--- src/rtl/fls_pkg.sv ---
package fls_pkg;
   typedef enum logic [1:0] {
      REG_CTRL = 2'd0,
      REG_ADRL = 2'd1,
      REG_ADRH = 2'd2,
      REG_KEY  = 2'd3
   } fls_reg_e;

   typedef enum logic [1:0] {
      UL_IDLE = 2'd0,
      UL_HALF = 2'd1,
      UL_OPEN = 2'd2
   } ul_state_e;

   localparam int CTRL_START_BIT = 15;
   localparam int CTRL_WEN_BIT   = 14;
   localparam int CTRL_ERASE_BIT = 0;

   localparam logic [7:0] KEY_FIRST  = 8'h55;
   localparam logic [7:0] KEY_SECOND = 8'hAA;
endpackage

--- src/rtl/fls_unlock.sv ---
module fls_unlock
   import fls_pkg::*;
(
   input  logic       clk,
   input  logic       rst_n,
   input  logic       wr_en,
   input  logic       wr_key,
   input  logic [7:0] wr_byte,
   output logic       open_o
);
   ul_state_e state;

   always_ff @(posedge clk or negedge rst_n) begin
      if (!rst_n) begin
         state <= UL_IDLE;
      end else if (wr_en) begin
         if (wr_key && wr_byte == KEY_FIRST)
            state <= UL_HALF;
         else if (state == UL_HALF && wr_key && wr_byte == KEY_SECOND)
            state <= UL_OPEN;
         else
            state <= UL_IDLE;
      end
   end

   assign open_o = (state == UL_OPEN);

   AST_OPEN_AFTER_PAIR: assert property (@(posedge clk) disable iff (!rst_n)
      $rose(open_o) |-> $past(wr_en && wr_key && wr_byte == KEY_SECOND));

   AST_OTHER_WRITE_CLOSES: assert property (@(posedge clk) disable iff (!rst_n)
      (open_o && wr_en && !wr_key) |=> !open_o);
endmodule

--- src/rtl/fls_latch.sv ---
module fls_latch #(
   parameter int WORD_W = 24,
   parameter int WORDS  = 32,
   localparam int IDX_W = $clog2(WORDS),
   localparam int HI_W  = WORD_W - 16
) (
   input  logic                    clk,
   input  logic                    rst_n,
   input  logic                    wr_en,
   input  logic                    wr_hi,
   input  logic [IDX_W-1:0]        wr_idx,
   input  logic [15:0]             wr_data,
   input  logic                    clr,
   output logic [WORDS*WORD_W-1:0] data_o
);
   if (WORD_W <= 16 || WORD_W > 32) begin : g_bad_width
      $error("fls_latch: WORD_W must be in 17..32");
   end

   for (genvar g = 0; g < WORDS; g++) begin : g_word
      logic [WORD_W-1:0] word_q;
      always_ff @(posedge clk or negedge rst_n) begin
         if (!rst_n) begin
            word_q <= '1;
         end else if (clr) begin
            word_q <= '1;
         end else if (wr_en && wr_idx == IDX_W'(g)) begin
            if (wr_hi)
               word_q[WORD_W-1:16] <= wr_data[HI_W-1:0];
            else
               word_q[15:0] <= wr_data;
         end
      end
      assign data_o[g*WORD_W +: WORD_W] = word_q;
   end

   AST_CLR_SETS_ONES: assert property (@(posedge clk) disable iff (!rst_n)
      clr |=> (&data_o));
endmodule

--- src/rtl/fls_timer.sv ---
module fls_timer #(
   parameter int CYCLES = 200000,
   localparam int CW = (CYCLES > 2) ? $clog2(CYCLES) : 1
) (
   input  logic clk,
   input  logic rst_n,
   input  logic launch,
   output logic busy_o,
   output logic done_o
);
   if (CYCLES < 2) begin : g_bad_cycles
      $error("fls_timer: CYCLES must be at least 2");
   end

   localparam logic [CW-1:0] LAST = CW'(CYCLES - 1);
   logic [CW-1:0] cnt;

   always_ff @(posedge clk or negedge rst_n) begin
      if (!rst_n) begin
         busy_o <= 1'b0;
         cnt    <= '0;
      end else if (busy_o) begin
         if (cnt == LAST) begin
            busy_o <= 1'b0;
            cnt    <= '0;
         end else begin
            cnt <= cnt + 1'b1;
         end
      end else if (launch) begin
         busy_o <= 1'b1;
         cnt    <= '0;
      end
   end

   assign done_o = busy_o && (cnt == LAST);

   AST_DONE_DROPS_BUSY: assert property (@(posedge clk) disable iff (!rst_n)
      done_o |=> !busy_o);

   AST_BUSY_PERSISTS: assert property (@(posedge clk) disable iff (!rst_n)
      (busy_o && !done_o) |=> busy_o);
endmodule

--- src/rtl/fls_row_seq.sv ---
module fls_row_seq
   import fls_pkg::*;
#(
   parameter int WORD_W    = 24,
   parameter int ROW_WORDS = 32,
   parameter int ROW_BITS  = 7,
   parameter int OP_CYCLES = 200000
) (
   input  logic                        clk,
   input  logic                        rst_n,
   input  logic                        bus_we,
   input  logic [1:0]                  bus_sel,
   input  logic [15:0]                 bus_wdata,
   output logic [15:0]                 bus_rdata,
   input  logic                        tw_en,
   input  logic                        tw_hi,
   input  logic [23:0]                 tw_addr,
   input  logic [15:0]                 tw_data,
   output logic                        cpu_stall,
   output logic                        fl_go,
   output logic                        fl_erase,
   output logic [ROW_BITS-1:0]         fl_row,
   output logic [ROW_WORDS*WORD_W-1:0] fl_data
);
   localparam int IDX_W   = $clog2(ROW_WORDS);
   localparam int ROW_LSB = IDX_W + 1;

   if ((1 << IDX_W) != ROW_WORDS) begin : g_bad_words
      $error("fls_row_seq: ROW_WORDS must be a power of two");
   end
   if (ROW_LSB + ROW_BITS > 16) begin : g_bad_rows
      $error("fls_row_seq: row field must fit in the low address");
   end

   logic        busy, done, key_open;
   logic        we_ok, tw_ok, ctrl_wr, launch;
   logic        wen_q, erase_q;
   logic [15:0] adr_lo;
   logic [7:0]  adr_hi;
   fls_reg_e    sel;

   assign sel     = fls_reg_e'(bus_sel);
   assign we_ok   = bus_we && !busy;
   assign tw_ok   = tw_en && !busy;
   assign ctrl_wr = we_ok && sel == REG_CTRL;
   assign launch  = ctrl_wr && bus_wdata[CTRL_START_BIT]
                    && bus_wdata[CTRL_WEN_BIT] && key_open;

   fls_unlock u_unlock (
      .clk     (clk),
      .rst_n   (rst_n),
      .wr_en   (we_ok),
      .wr_key  (sel == REG_KEY),
      .wr_byte (bus_wdata[7:0]),
      .open_o  (key_open)
   );

   fls_timer #(.CYCLES(OP_CYCLES)) u_timer (
      .clk    (clk),
      .rst_n  (rst_n),
      .launch (launch),
      .busy_o (busy),
      .done_o (done)
   );

   fls_latch #(.WORD_W(WORD_W), .WORDS(ROW_WORDS)) u_latch (
      .clk     (clk),
      .rst_n   (rst_n),
      .wr_en   (tw_ok),
      .wr_hi   (tw_hi),
      .wr_idx  (tw_addr[1 +: IDX_W]),
      .wr_data (tw_data),
      .clr     (done && !erase_q),
      .data_o  (fl_data)
   );

   always_ff @(posedge clk or negedge rst_n) begin
      if (!rst_n) begin
         wen_q   <= 1'b0;
         erase_q <= 1'b0;
         adr_lo  <= '0;
         adr_hi  <= '0;
      end else begin
         if (ctrl_wr) begin
            wen_q   <= bus_wdata[CTRL_WEN_BIT];
            erase_q <= bus_wdata[CTRL_ERASE_BIT];
         end
         if (tw_ok) begin
            adr_lo <= tw_addr[15:0];
            adr_hi <= tw_addr[23:16];
         end else if (we_ok && sel == REG_ADRL) begin
            adr_lo <= bus_wdata;
         end else if (we_ok && sel == REG_ADRH) begin
            adr_hi <= bus_wdata[7:0];
         end
      end
   end

   always_comb begin
      unique case (sel)
         REG_CTRL: bus_rdata = {busy, wen_q, 13'd0, erase_q};
         REG_ADRL: bus_rdata = adr_lo;
         REG_ADRH: bus_rdata = {8'd0, adr_hi};
         default:  bus_rdata = 16'd0;
      endcase
   end

   assign cpu_stall = busy;
   assign fl_go     = done;
   assign fl_erase  = erase_q;
   assign fl_row    = adr_lo[ROW_LSB +: ROW_BITS];

   logic unused_bits;
   assign unused_bits = ^{bus_wdata[13:1], tw_addr[0]};

   AST_START_NEEDS_UNLOCK: assert property (@(posedge clk) disable iff (!rst_n)
      $rose(cpu_stall) |-> $past(key_open && ctrl_wr));

   AST_NO_WRITE_WHILE_STALLED: assert property (@(posedge clk) disable iff (!rst_n)
      (cpu_stall && !fl_go) |=> ($stable(adr_lo) && $stable(adr_hi) && $stable(erase_q)));
endmodule

--- config.mk ---
export PLATFORM = sky130hd
export DESIGN_NAME = fls_row_seq
export DESIGN_NICKNAME = d
export VERILOG_FILES = /design/src/rtl/fls_pkg.sv /design/src/rtl/fls_unlock.sv /design/src/rtl/fls_latch.sv /design/src/rtl/fls_timer.sv /design/src/rtl/fls_row_seq.sv
export SDC_FILE = /design/constraint.sdc
export NUM_CORES = 1
export LEC_CHECK = 0
export ABC_AREA = 1
export BUFFER_PORTS_ARGS = -buffer_cell sky130_fd_sc_hd__buf_2
export CAP_MARGIN = 10
export CORE_AREA = 2 2 335 337
export CTS_CLUSTER_DIAMETER = 40
export DETAILED_ROUTE_END_ITERATION = 10
export DIE_AREA = 0 0 337 339
export GPL_TIMING_DRIVEN = 0
export SKIP_CTS_REPAIR_TIMING = 1
export SLEW_MARGIN = 10
export SYNTH_ARGS = -nofsm -noshare
export SYNTH_HDL_FRONTEND = slang
export SYNTH_HIERARCHICAL = 1
export SYNTH_SLANG_ARGS = --single-unit
export TNS_END_PERCENT = 10
--- constraint.sdc ---
create_clock -name clk -period 4.7 [get_ports clk]
set_input_delay 0.47 -clock clk [delete_from_list [all_inputs] [get_ports clk]]
set_output_delay 0.47 -clock clk [all_outputs]
set_load 0.01 [all_outputs]
==> summary.md, run 1 <==
| Metric | Value |
|---|---|
| Status | complete, no violations |
| Max cap viols | 0 |
| Routed WL per cell | between 20 and 25 µm |
| Placed cells | between 6000 and 7000 |
| Reg clk slew, reported paths | ~0.05 ns |
| Num CTS Buffers | roughly 140 |
| CP required | between 5 and 6 ns |
| DR vias | approximately 33000 |
| Post-synth cell types | 34 |
| I/O pins | 857 |
| Max VDD drop | between 0.3 and 0.4 mV |
| Cell taking the most area after synthesis | dfstp_2 |
| RSZ-0062 raised after global routing | false |
| Final hold vios | 0 |
| TritonCTS Sinks | 815 |
| Most frequent cell after synthesis | nand2_1 |
| Antenna violations before repair | 13 |
| Die footprint | ~110000 µm² |
| Pleak | roughly 24 nW |
| Non-filler cells, final | approximately 6600 |
| Syn Inst Count | 3965 |
| Top cells by count, synth | nand2_1 (1745), nand3_1 (862), dfstp_2 (768) |
| Worst Skew | about 0.041 ns |
| DR pass1 iterations | 5 |
| H-tree levels | 4 |
| Max-Slew Margin vs Limit | 11.2% |
| Fin crit period | 4.35 ns |
| Max FO, Critical Path | 10 |
| Critical Path AT | 5.02 ns |
| Clock share of power | 53.0% |
| Switching share of power | 25.6% |
| Post-Syn Area | ~35000 µm² |
| Synth warnings | 6 |
| Hold path start | bus_wdata[14] |
| Worst hold path cell count | 3 |
| Top_reg_cell synth | dfstp_2 |
| Power density over the cells | around 430 nW/µm² |
| Asr flop ratio synth | between 90% and 100% |
| Critical Path Start Type | flop |
| Total Wirelength | between 150000 and 200000 µm |
| Tot Pwr | just over 20 mW |
| #FFs+latches synth | roughly 800 |
| First-pass GRT wire length | around 220000 µm |
| R2R setup slack | about 0.35 ns |
| Core Area | 110000 µm² |
| Die width | 337 µm |
| Vias in the first global route | 32039 |
| Initial Util | between 30% and 40% |
| Largest net degree at the start of global routing | between 100 and 150 |
| Combinational power share | around 8.3% |
| FMAX | 230 MHz |
| Sequential fraction of the synthesis area | 60.6% |
| Max Root-Sink Buffers | 3 |
| Worst hold margin | between 0.03 and 0.04 ns |
| Post-synth top area share | between 50% and 60% |
| Worst Hold Class | in -> reg |
| Layout area overhead | 32.1% |
| Main area contributors after synthesis | dfstp_2 (57%), nand2_1 (19%), nand3_1 (12%) |
| Die span in y | about 340 µm |
| Via density | 4.97 |
| NetSw | 5.17 mW |
| Part of the power in registers | 38.8% |
| Internal | 15.1 mW |
| Number of synthesized flops with an enable pin | 0 |
| CTS tree | yes |
| Dpl hpwl | around 110000 µm |
| Gpl congestion | between 0.9 and 1 |
| Final worst-path cycle share | slightly above 90% |
| Mean Syn Cell Area | around 8.9 µm² |
| Port Buffers | about 860 |
| Max Slew Vio Count | 0 |
| Worst R2R End | u_latch/g_word[25].word_q[14] |
| DR iter-0 viols | about 2600 |
| Syn nets | roughly 4000 |
| Grt ovf | 0 |
| Worst hold endpoint | wen_q |
| Final setup fails | 0 |
| Crit path kind | reg -> reg |
| Reg-to-reg critical path startpoint | u_timer/cnt[0] |
| GRT Resource Usage Total | between 20% and 30% |
| Slew @ Worst Pin | 1.33 ns |
| Remaining antenna violation count | 0 |
| Num rows | roughly 120 |
| Later-pin clock latency in the skew report | between 0.7 and 0.8 ns |
| CP Capture Type | flop |
| # DRC | 0 |
| Clk root buf | clkbuf_16 |
| NumNets Final | 5031 |
| Register-to-Register Path Depth | 12 |
| Share of layout cells above drive strength 1 | around 45% |
==> flip-flops by register name, summed over array words and instances, names as in the netlist <==
| name | flops |
|---|---|
| u_latch/g_word.word_q | 768 |
| wen_q | 1 |
| adr_lo | 16 |
| u_unlock/state | 2 |
| u_timer/busy_o | 1 |
| u_timer/cnt | 18 |
| fl_erase | 1 |
| adr_hi | 8 |
==> critical path: stages (launching register included) <==
cell and delay, ns:
dfrtp_1 0.43, ha_1 0.25, nand3_2 0.15, nor2_2 0.21, nand3_1 0.13, nor2_1 0.17, inv_1 0.05, nor2_1 0.73
or2_2 0.23, clkbuf_1 0.55, clkbuf_1 1.00, nand3_1 0.25, nand2_1 0.13
==> routing by layer <==
| metal | GRT usage [%] | vias up | share of wire (%) |
|---|---|---|---|
| li1 | - | 14746 | - |
| met1 | 32.7 | 16026 | 39 |
| met2 | 42.5 | 1468 | 46 |
| met3 | 8.39 | 371 | 9.2 |
| met4 | 13.4 | 14 | 5.3 |
| met5 | 0 | - | 0.061 |
==> layout make-up <==
class	instances	area (µm²)
Buffer	304	1610
Fill cell	11218	63800
Sequential cell	815	21400
Clock inverter	84	1160
Tap cell	1488	1860
Antenna cell	2	5.00
Inverter	52	195
Multi-Input combinational cell	2794	12100
Timing Repair Buffer	864	4520
Clock buffer	166	3770
==> cell families (layout without fill, tap and decap cells) <==
kind of cell | Yosys count | after routing | share of synthesized area [%]
buffers and inverters | 356 | 1470 | 5.13
adder cells (fa/ha/maj) | 1 | 1 | 0.0355
AO/OA/AOI/OAI | 23 | 23 | 0.387
AND/OR/NAND/NOR | 2761 | 2761 | 33.6
other | 0 | 2 | 0
XOR/XNOR | 9 | 9 | 0.224
flip-flops | 815 | 815 | 60.6
==> cell usage in the layout, fill, tap and decap left out, types with 11 or more instances in the layout <==
master      netlist  routed
buf_2           238    1092
buf_4            26      26
buf_6            10      11
bufinv_16         0      21
clkbuf_1         24      34
clkbuf_16         0     142
clkbuf_8          0      13
clkinv_2          0      14
clkinv_4          0      13
clkinvlp_4        0      14
dfrtp_1          47      47
dfstp_2         768     768
inv_1            40      40
inv_2            12      12
inv_6             0      13
nand2_1        1745    1745
nand2_2          66      66
nand3_1         862     862
nor2_1           35      35
or2_2            16      16
==> per-stage QoR <==
stage / area, µm² / setup WS, ns / utilization (%) / setup TNS, ns
floorplan: 35200 / 2.33 / - / 0
global placement: 41400 / -14.22 / 37.5 / -7397.33
detailed placement: 41600 / 0.180 / 37.7 / 0
CTS: 46500 / 0.193 / 42.2 / 0
global route: 46500 / 0.0579 / 42.2 / 0
finish: 46500 / 0.353 / 42.2 / 0
==> power by group through the flow <==
stage	combinational, mW	sequential, mW	clock, mW
2_1_floorplan	0.507	8.09	0
3_3_place_gp	1.64	7.90	0
3_5_place_dp	1.68	7.92	0
4_1_cts	1.68	7.84	10.9
5_1_grt	1.81	7.88	11.2
6_report	1.68	7.84	10.7
==> how the worst max path moves through the flow <==
stage                    from                            end
2_1_floorplan  u_timer/cnt[0]  u_latch/g_word[10].word_q[11]
3_3_place_gp            rst_n                      adr_hi[1]
3_5_place_dp   u_timer/cnt[0]  u_latch/g_word[25].word_q[14]
4_1_cts        u_timer/cnt[0]  u_latch/g_word[25].word_q[14]
5_1_grt        u_timer/cnt[0]  u_latch/g_word[19].word_q[14]
6_report       u_timer/cnt[0]  u_latch/g_word[25].word_q[14]
Power figures use the tool's default switching activity.
==> inputs of run 2 (changes only) <==
--- a/config.mk
+++ b/config.mk
@@ -8,15 +8,15 @@
 export ABC_AREA = 1
 export BUFFER_PORTS_ARGS = -buffer_cell sky130_fd_sc_hd__buf_2
 export CAP_MARGIN = 10
-export CORE_AREA = 2 2 335 337
+export CORE_AREA = 2 2 332 334
 export CTS_CLUSTER_DIAMETER = 40
 export DETAILED_ROUTE_END_ITERATION = 10
-export DIE_AREA = 0 0 337 339
+export DIE_AREA = 0 0 334 336
 export GPL_TIMING_DRIVEN = 0
+export PLACE_DENSITY = 0.58
 export SKIP_CTS_REPAIR_TIMING = 1
 export SLEW_MARGIN = 10
 export SYNTH_ARGS = -nofsm -noshare
 export SYNTH_HDL_FRONTEND = slang
-export SYNTH_HIERARCHICAL = 1
 export SYNTH_SLANG_ARGS = --single-unit
 export TNS_END_PERCENT = 10
==> run 2 against run 1 <==
The flow now finishes with violations (negative hold slack). Final area grew 9.9%. Synthesized cell count grew 7.4%. Critical path depth shrank 2. Sequential power shrank 9.8%. Routed wire length grew 16%. Maximum frequency grew 55%. Sequential cell count is the same. Synthesized area grew 12%. Clock power grew 5%. Utilization grew 5.0 points. Via count grew 13%. Non-clock buffer count grew 107. Largest power group unchanged.
==> summary.md, run 2 <==
| Metric | Value |
|---|---|
| # DRC | 0 (unchanged) |
| Hold path start | tw_addr[12] |
| Critical Path AT | 3.49 ns (-1.53 ns) |
| Main area contributors after synthesis | dfstp_2 (51%), nand2_1 (14%), o211ai_1 (13%) |
| CP bufs+invs | 3 (unchanged) |
| Crit path kind | reg -> reg |
| Non-filler cells, final | 6820 (+3.8%) |
| Largest register FFs | 768 (unchanged) |
| Reg-to-reg critical path startpoint | u_timer.cnt[0] |
| CP required | 5.38 ns (about the same) |
| Largest net degree at the start of global routing | 113 (+5.6%) |
| Later-pin clock latency in the skew report | 0.75 ns (about the same) |
| Routed WL per cell | 26.5 µm (+11%) |
| Most frequent cell after synthesis | nand2_1 |
| Total Wirelength | 181000 µm (+16%) |
| Fin crit period | 2.81 ns (-1.54 ns) |
| Largest registers | u_latch.g_word.word_q x768, u_timer.cnt x18, adr_lo x16 |
| DR vias | 36853 (+13%) |
| Syn Inst Count | 4258 (+7.4%) |
| Final setup fails | 0 (unchanged) |
| I/O pins | 857 (unchanged) |
| Layout area overhead | 29.3% |
| Port Buffers | 855 (unchanged) |
| Biggest register | u_latch.g_word.word_q |
| Clock share of power | 58.9% (+5.9 points) |
| Reg clk slew, reported paths | 0.05 ns (about the same) |
| H-tree levels | 4 (unchanged) |
| Grt ovf | 0 (unchanged) |
| CP max stage delay | 0.52 ns (-0.48 ns) |
| Post-synth top area share | 51.0% (-6.3 points) |
| CP cell instances | ha_1 > nand3_2 > nor2_1 > nand4_1 > buf_6 > buf_2 > nand2_2 > buf_2 > nand2_1 > nand2_1 |
| Internal | 14.4 mW (-4.2%) |
| Delay-heaviest family, CP | simple AND/OR/NAND/NOR gates |
| Post-synth cell types | 40 (+18%) |
| Register-to-Register Path Depth | 10 (-2) |
| Num CTS Buffers | 141 (+3.7%) |
| Sum Neg Setup Slack | 0 ns (unchanged) |
| Worst hold margin | -0.0117 ns (-0.0444 ns) |
| Via density | 5.40 (+8.8%) |
| CP Capture Type | flop |
| Dpl hpwl | 130000 µm (+16%) |
| GRT Resource Usage Total | 31.3% (+4.5 points) |
| NumNets Final | 5342 (+6.2%) |
| Clk root buf | clkbuf_16 |
| Remaining antenna violation count | 0 (unchanged) |
| Max Slew Vio Count | 0 (unchanged) |
| Num rows | 121 (-0.82%) |
| Sequential fraction of the synthesis area | 54.0% (-6.7 points) |
| Combinational power share | 4.0% (-4.3 points) |
| #FFs+latches synth | 815 (unchanged) |
| TritonCTS Sinks | 815 (unchanged) |
| Status | finished, violations left |
| Worst Skew | 0.0318 ns (-0.00912 ns) |
| First-pass GRT wire length | 258000 µm (+15%) |
| Gpl congestion | 0.922 (-0.72%) |
| Cell taking the most area after synthesis | dfstp_2 |
| Power density over the cells | 372 nW/µm² (-14%) |
| Worst R2R End | u_latch.g_word[21].word_q[14] |
| Syn nets | 4322 (+7.3%) |
| Slowest CP cell | buf_2 |
| R2R setup slack | 1.89 ns (+1.54 ns) |
| Placed cells | 6535 (+3.5%) |
| Part of the power in registers | 37.1% (-1.7 points) |
| Asr flop ratio synth | 100% (unchanged) |
| CTS tree | yes |
| Die span in y | 336 µm (-0.88%) |
| Mean Syn Cell Area | 9.29 µm² (+4.6%) |
| DR iter-0 viols | 2994 (+16%) |
| RSZ-0062 raised after global routing | false |
| Max Root-Sink Buffers | 3 (unchanged) |
| Fillers | 10495 (-6.4%) |
| Max VDD drop | 0.277 mV (-7.6%) |
| Max FO, Critical Path | 10 (unchanged) |
| Die footprint | 112000 µm² (-1.8%) |
| Pleak | 21.0 nW (-11%) |
| Worst hold endpoint | adr_lo[12] |
| Final hold vios | 2 (+2) |
| Share of layout cells above drive strength 1 | 42.6% (-2.1 points) |
| Worst hold path cell count | 3 (unchanged) |
| Top cells by count, synth | nand2_1 (1509), dfstp_2 (768), o211ai_1 (684) |
| Top_reg_cell synth | dfstp_2 |
| Vias in the first global route | 35759 (+12%) |
| Commonest cells after routing, fill and taps aside | nand2_1 (1509), buf_2 (969), dfstp_2 (768) |
| Failing checks | negative hold slack |
| FMAX | 356 MHz (+55%) |
| Slew @ Worst Pin | 1.08 ns (-0.251 ns) |
| NetSw | 4.64 mW (-10%) |
| Final worst-path cycle share | 59.8% (-33 points) |
| DR pass1 iterations | 5 (unchanged) |
| Antenna violations before repair | 11 (-2) |
| Synth warnings | 0 (-6) |
| Die width | 334 µm (-0.89%) |
| Max-Slew Margin vs Limit | 27.9% (+17 points) |
| Post-Syn Area | 39600 µm² (+12%) |
| Critical Path Start Type | flop |
| Most common cell after layout, fill and taps aside | nand2_1 |
| Initial Util | 36.5% (+4.6 points) |
| Core Area | 108000 µm² (-1.8%) |
| Max cap viols | 0 (unchanged) |
| Switching share of power | 24.4% (-1.2 points) |
| Number of synthesized flops with an enable pin | 0 (unchanged) |
| Worst Hold Class | in -> reg |
## run 2: changes by cell type after synthesis, sizes merged, moves of 117 or more
cell    before   now
clkbuf      25   142
inv         52   361
nand2     1819  1548
nand3      864    20
nand4        5   150
o211ai       1   770
## run 2: how the worst max path moves through the flow
stage,slack [ns],cells past startpoint,startpoint,to
after floorplan,2.90,10,u_timer.cnt[0],u_latch.g_word[8].word_q[0]
after global placement,-14.87,1,rst_n,adr_lo[9]
after detailed placement,1.62,7,tw_hi,u_latch.g_word[22].word_q[19]
after CTS,1.84,4,u_timer.cnt[0],fl_go
after global routing,1.72,4,u_timer.cnt[0],fl_go
final,1.89,10,u_timer.cnt[0],u_latch.g_word[21].word_q[14]
## run 2: cell families (layout without fill, tap and decap cells)
logic type,count (synthesis),count (layout),share of synthesized area [%]
and+or+nand+nor,1797,1797,18.6
buffers and inverters,759,1899,9.27
DFF,815,815,54.0
xor gates and xnor gates,12,12,0.266
adders and majority gates,1,1,0.0316
other,0,8,0
AOI/OAI and AO/OA,874,874,17.8
## run 2: cell type report
class | instances | area [µm²] | share of cell area (%)
diodes | 8 | 20.0 | 0.0391
multi-input cells | 2684 | 14500 | 28.4
repair buffers | 877 | 4650 | 9.09
plain buffers | 398 | 2310 | 4.52
well taps | 1414 | 1770 | 3.46
inverters | 361 | 1360 | 2.65
clock buffers | 170 | 3850 | 7.53
flip-flops and latches | 815 | 21400 | 41.7
clock inverters | 93 | 1300 | 2.55
## run 2: through the flow
step	util, %	setup WS (ns)	instance area, µm²	power, mW	hold slack (ns)
floorplan	-	2.90	39600	7.42	0.174
global placement	42.1	-14.87	45600	7.87	0.464
detailed placement	42.3	1.62	45800	7.92	0.469
CTS	47.0	1.84	51000	19.2	-0.0898
global route	47.2	1.72	51100	19.6	0.00379
finish	47.2	1.89	51200	19.1	-0.0117
## run 2: tightest hold or removal path, stage by stage
cell and delay, ns:
buf_2 0.09, nand2_1 0.05, a31oi_1 0.07
## run 2: per-layer routing
layer / up-vias / part of all wire (%) / GRT usage (%)
met1: 18375 / 41 / 40.6
met5: - / 0.025 / 0
met3: 397 / 8.7 / 8.43
met4: 6 / 5.3 / 15.2
met2: 1613 / 45 / 48.5
li1: 16462 / - / -
## run 2: power groups by stage
stage / logic, mW / clock network (mW) / registers (mW)
floorplan: 0.252 / 0 / 7.17
global placement: 0.728 / 0 / 7.15
detailed placement: 0.750 / 0 / 7.17
CTS: 0.752 / 11.3 / 7.07
global route: 0.804 / 11.7 / 7.07
finish: 0.758 / 11.2 / 7.07
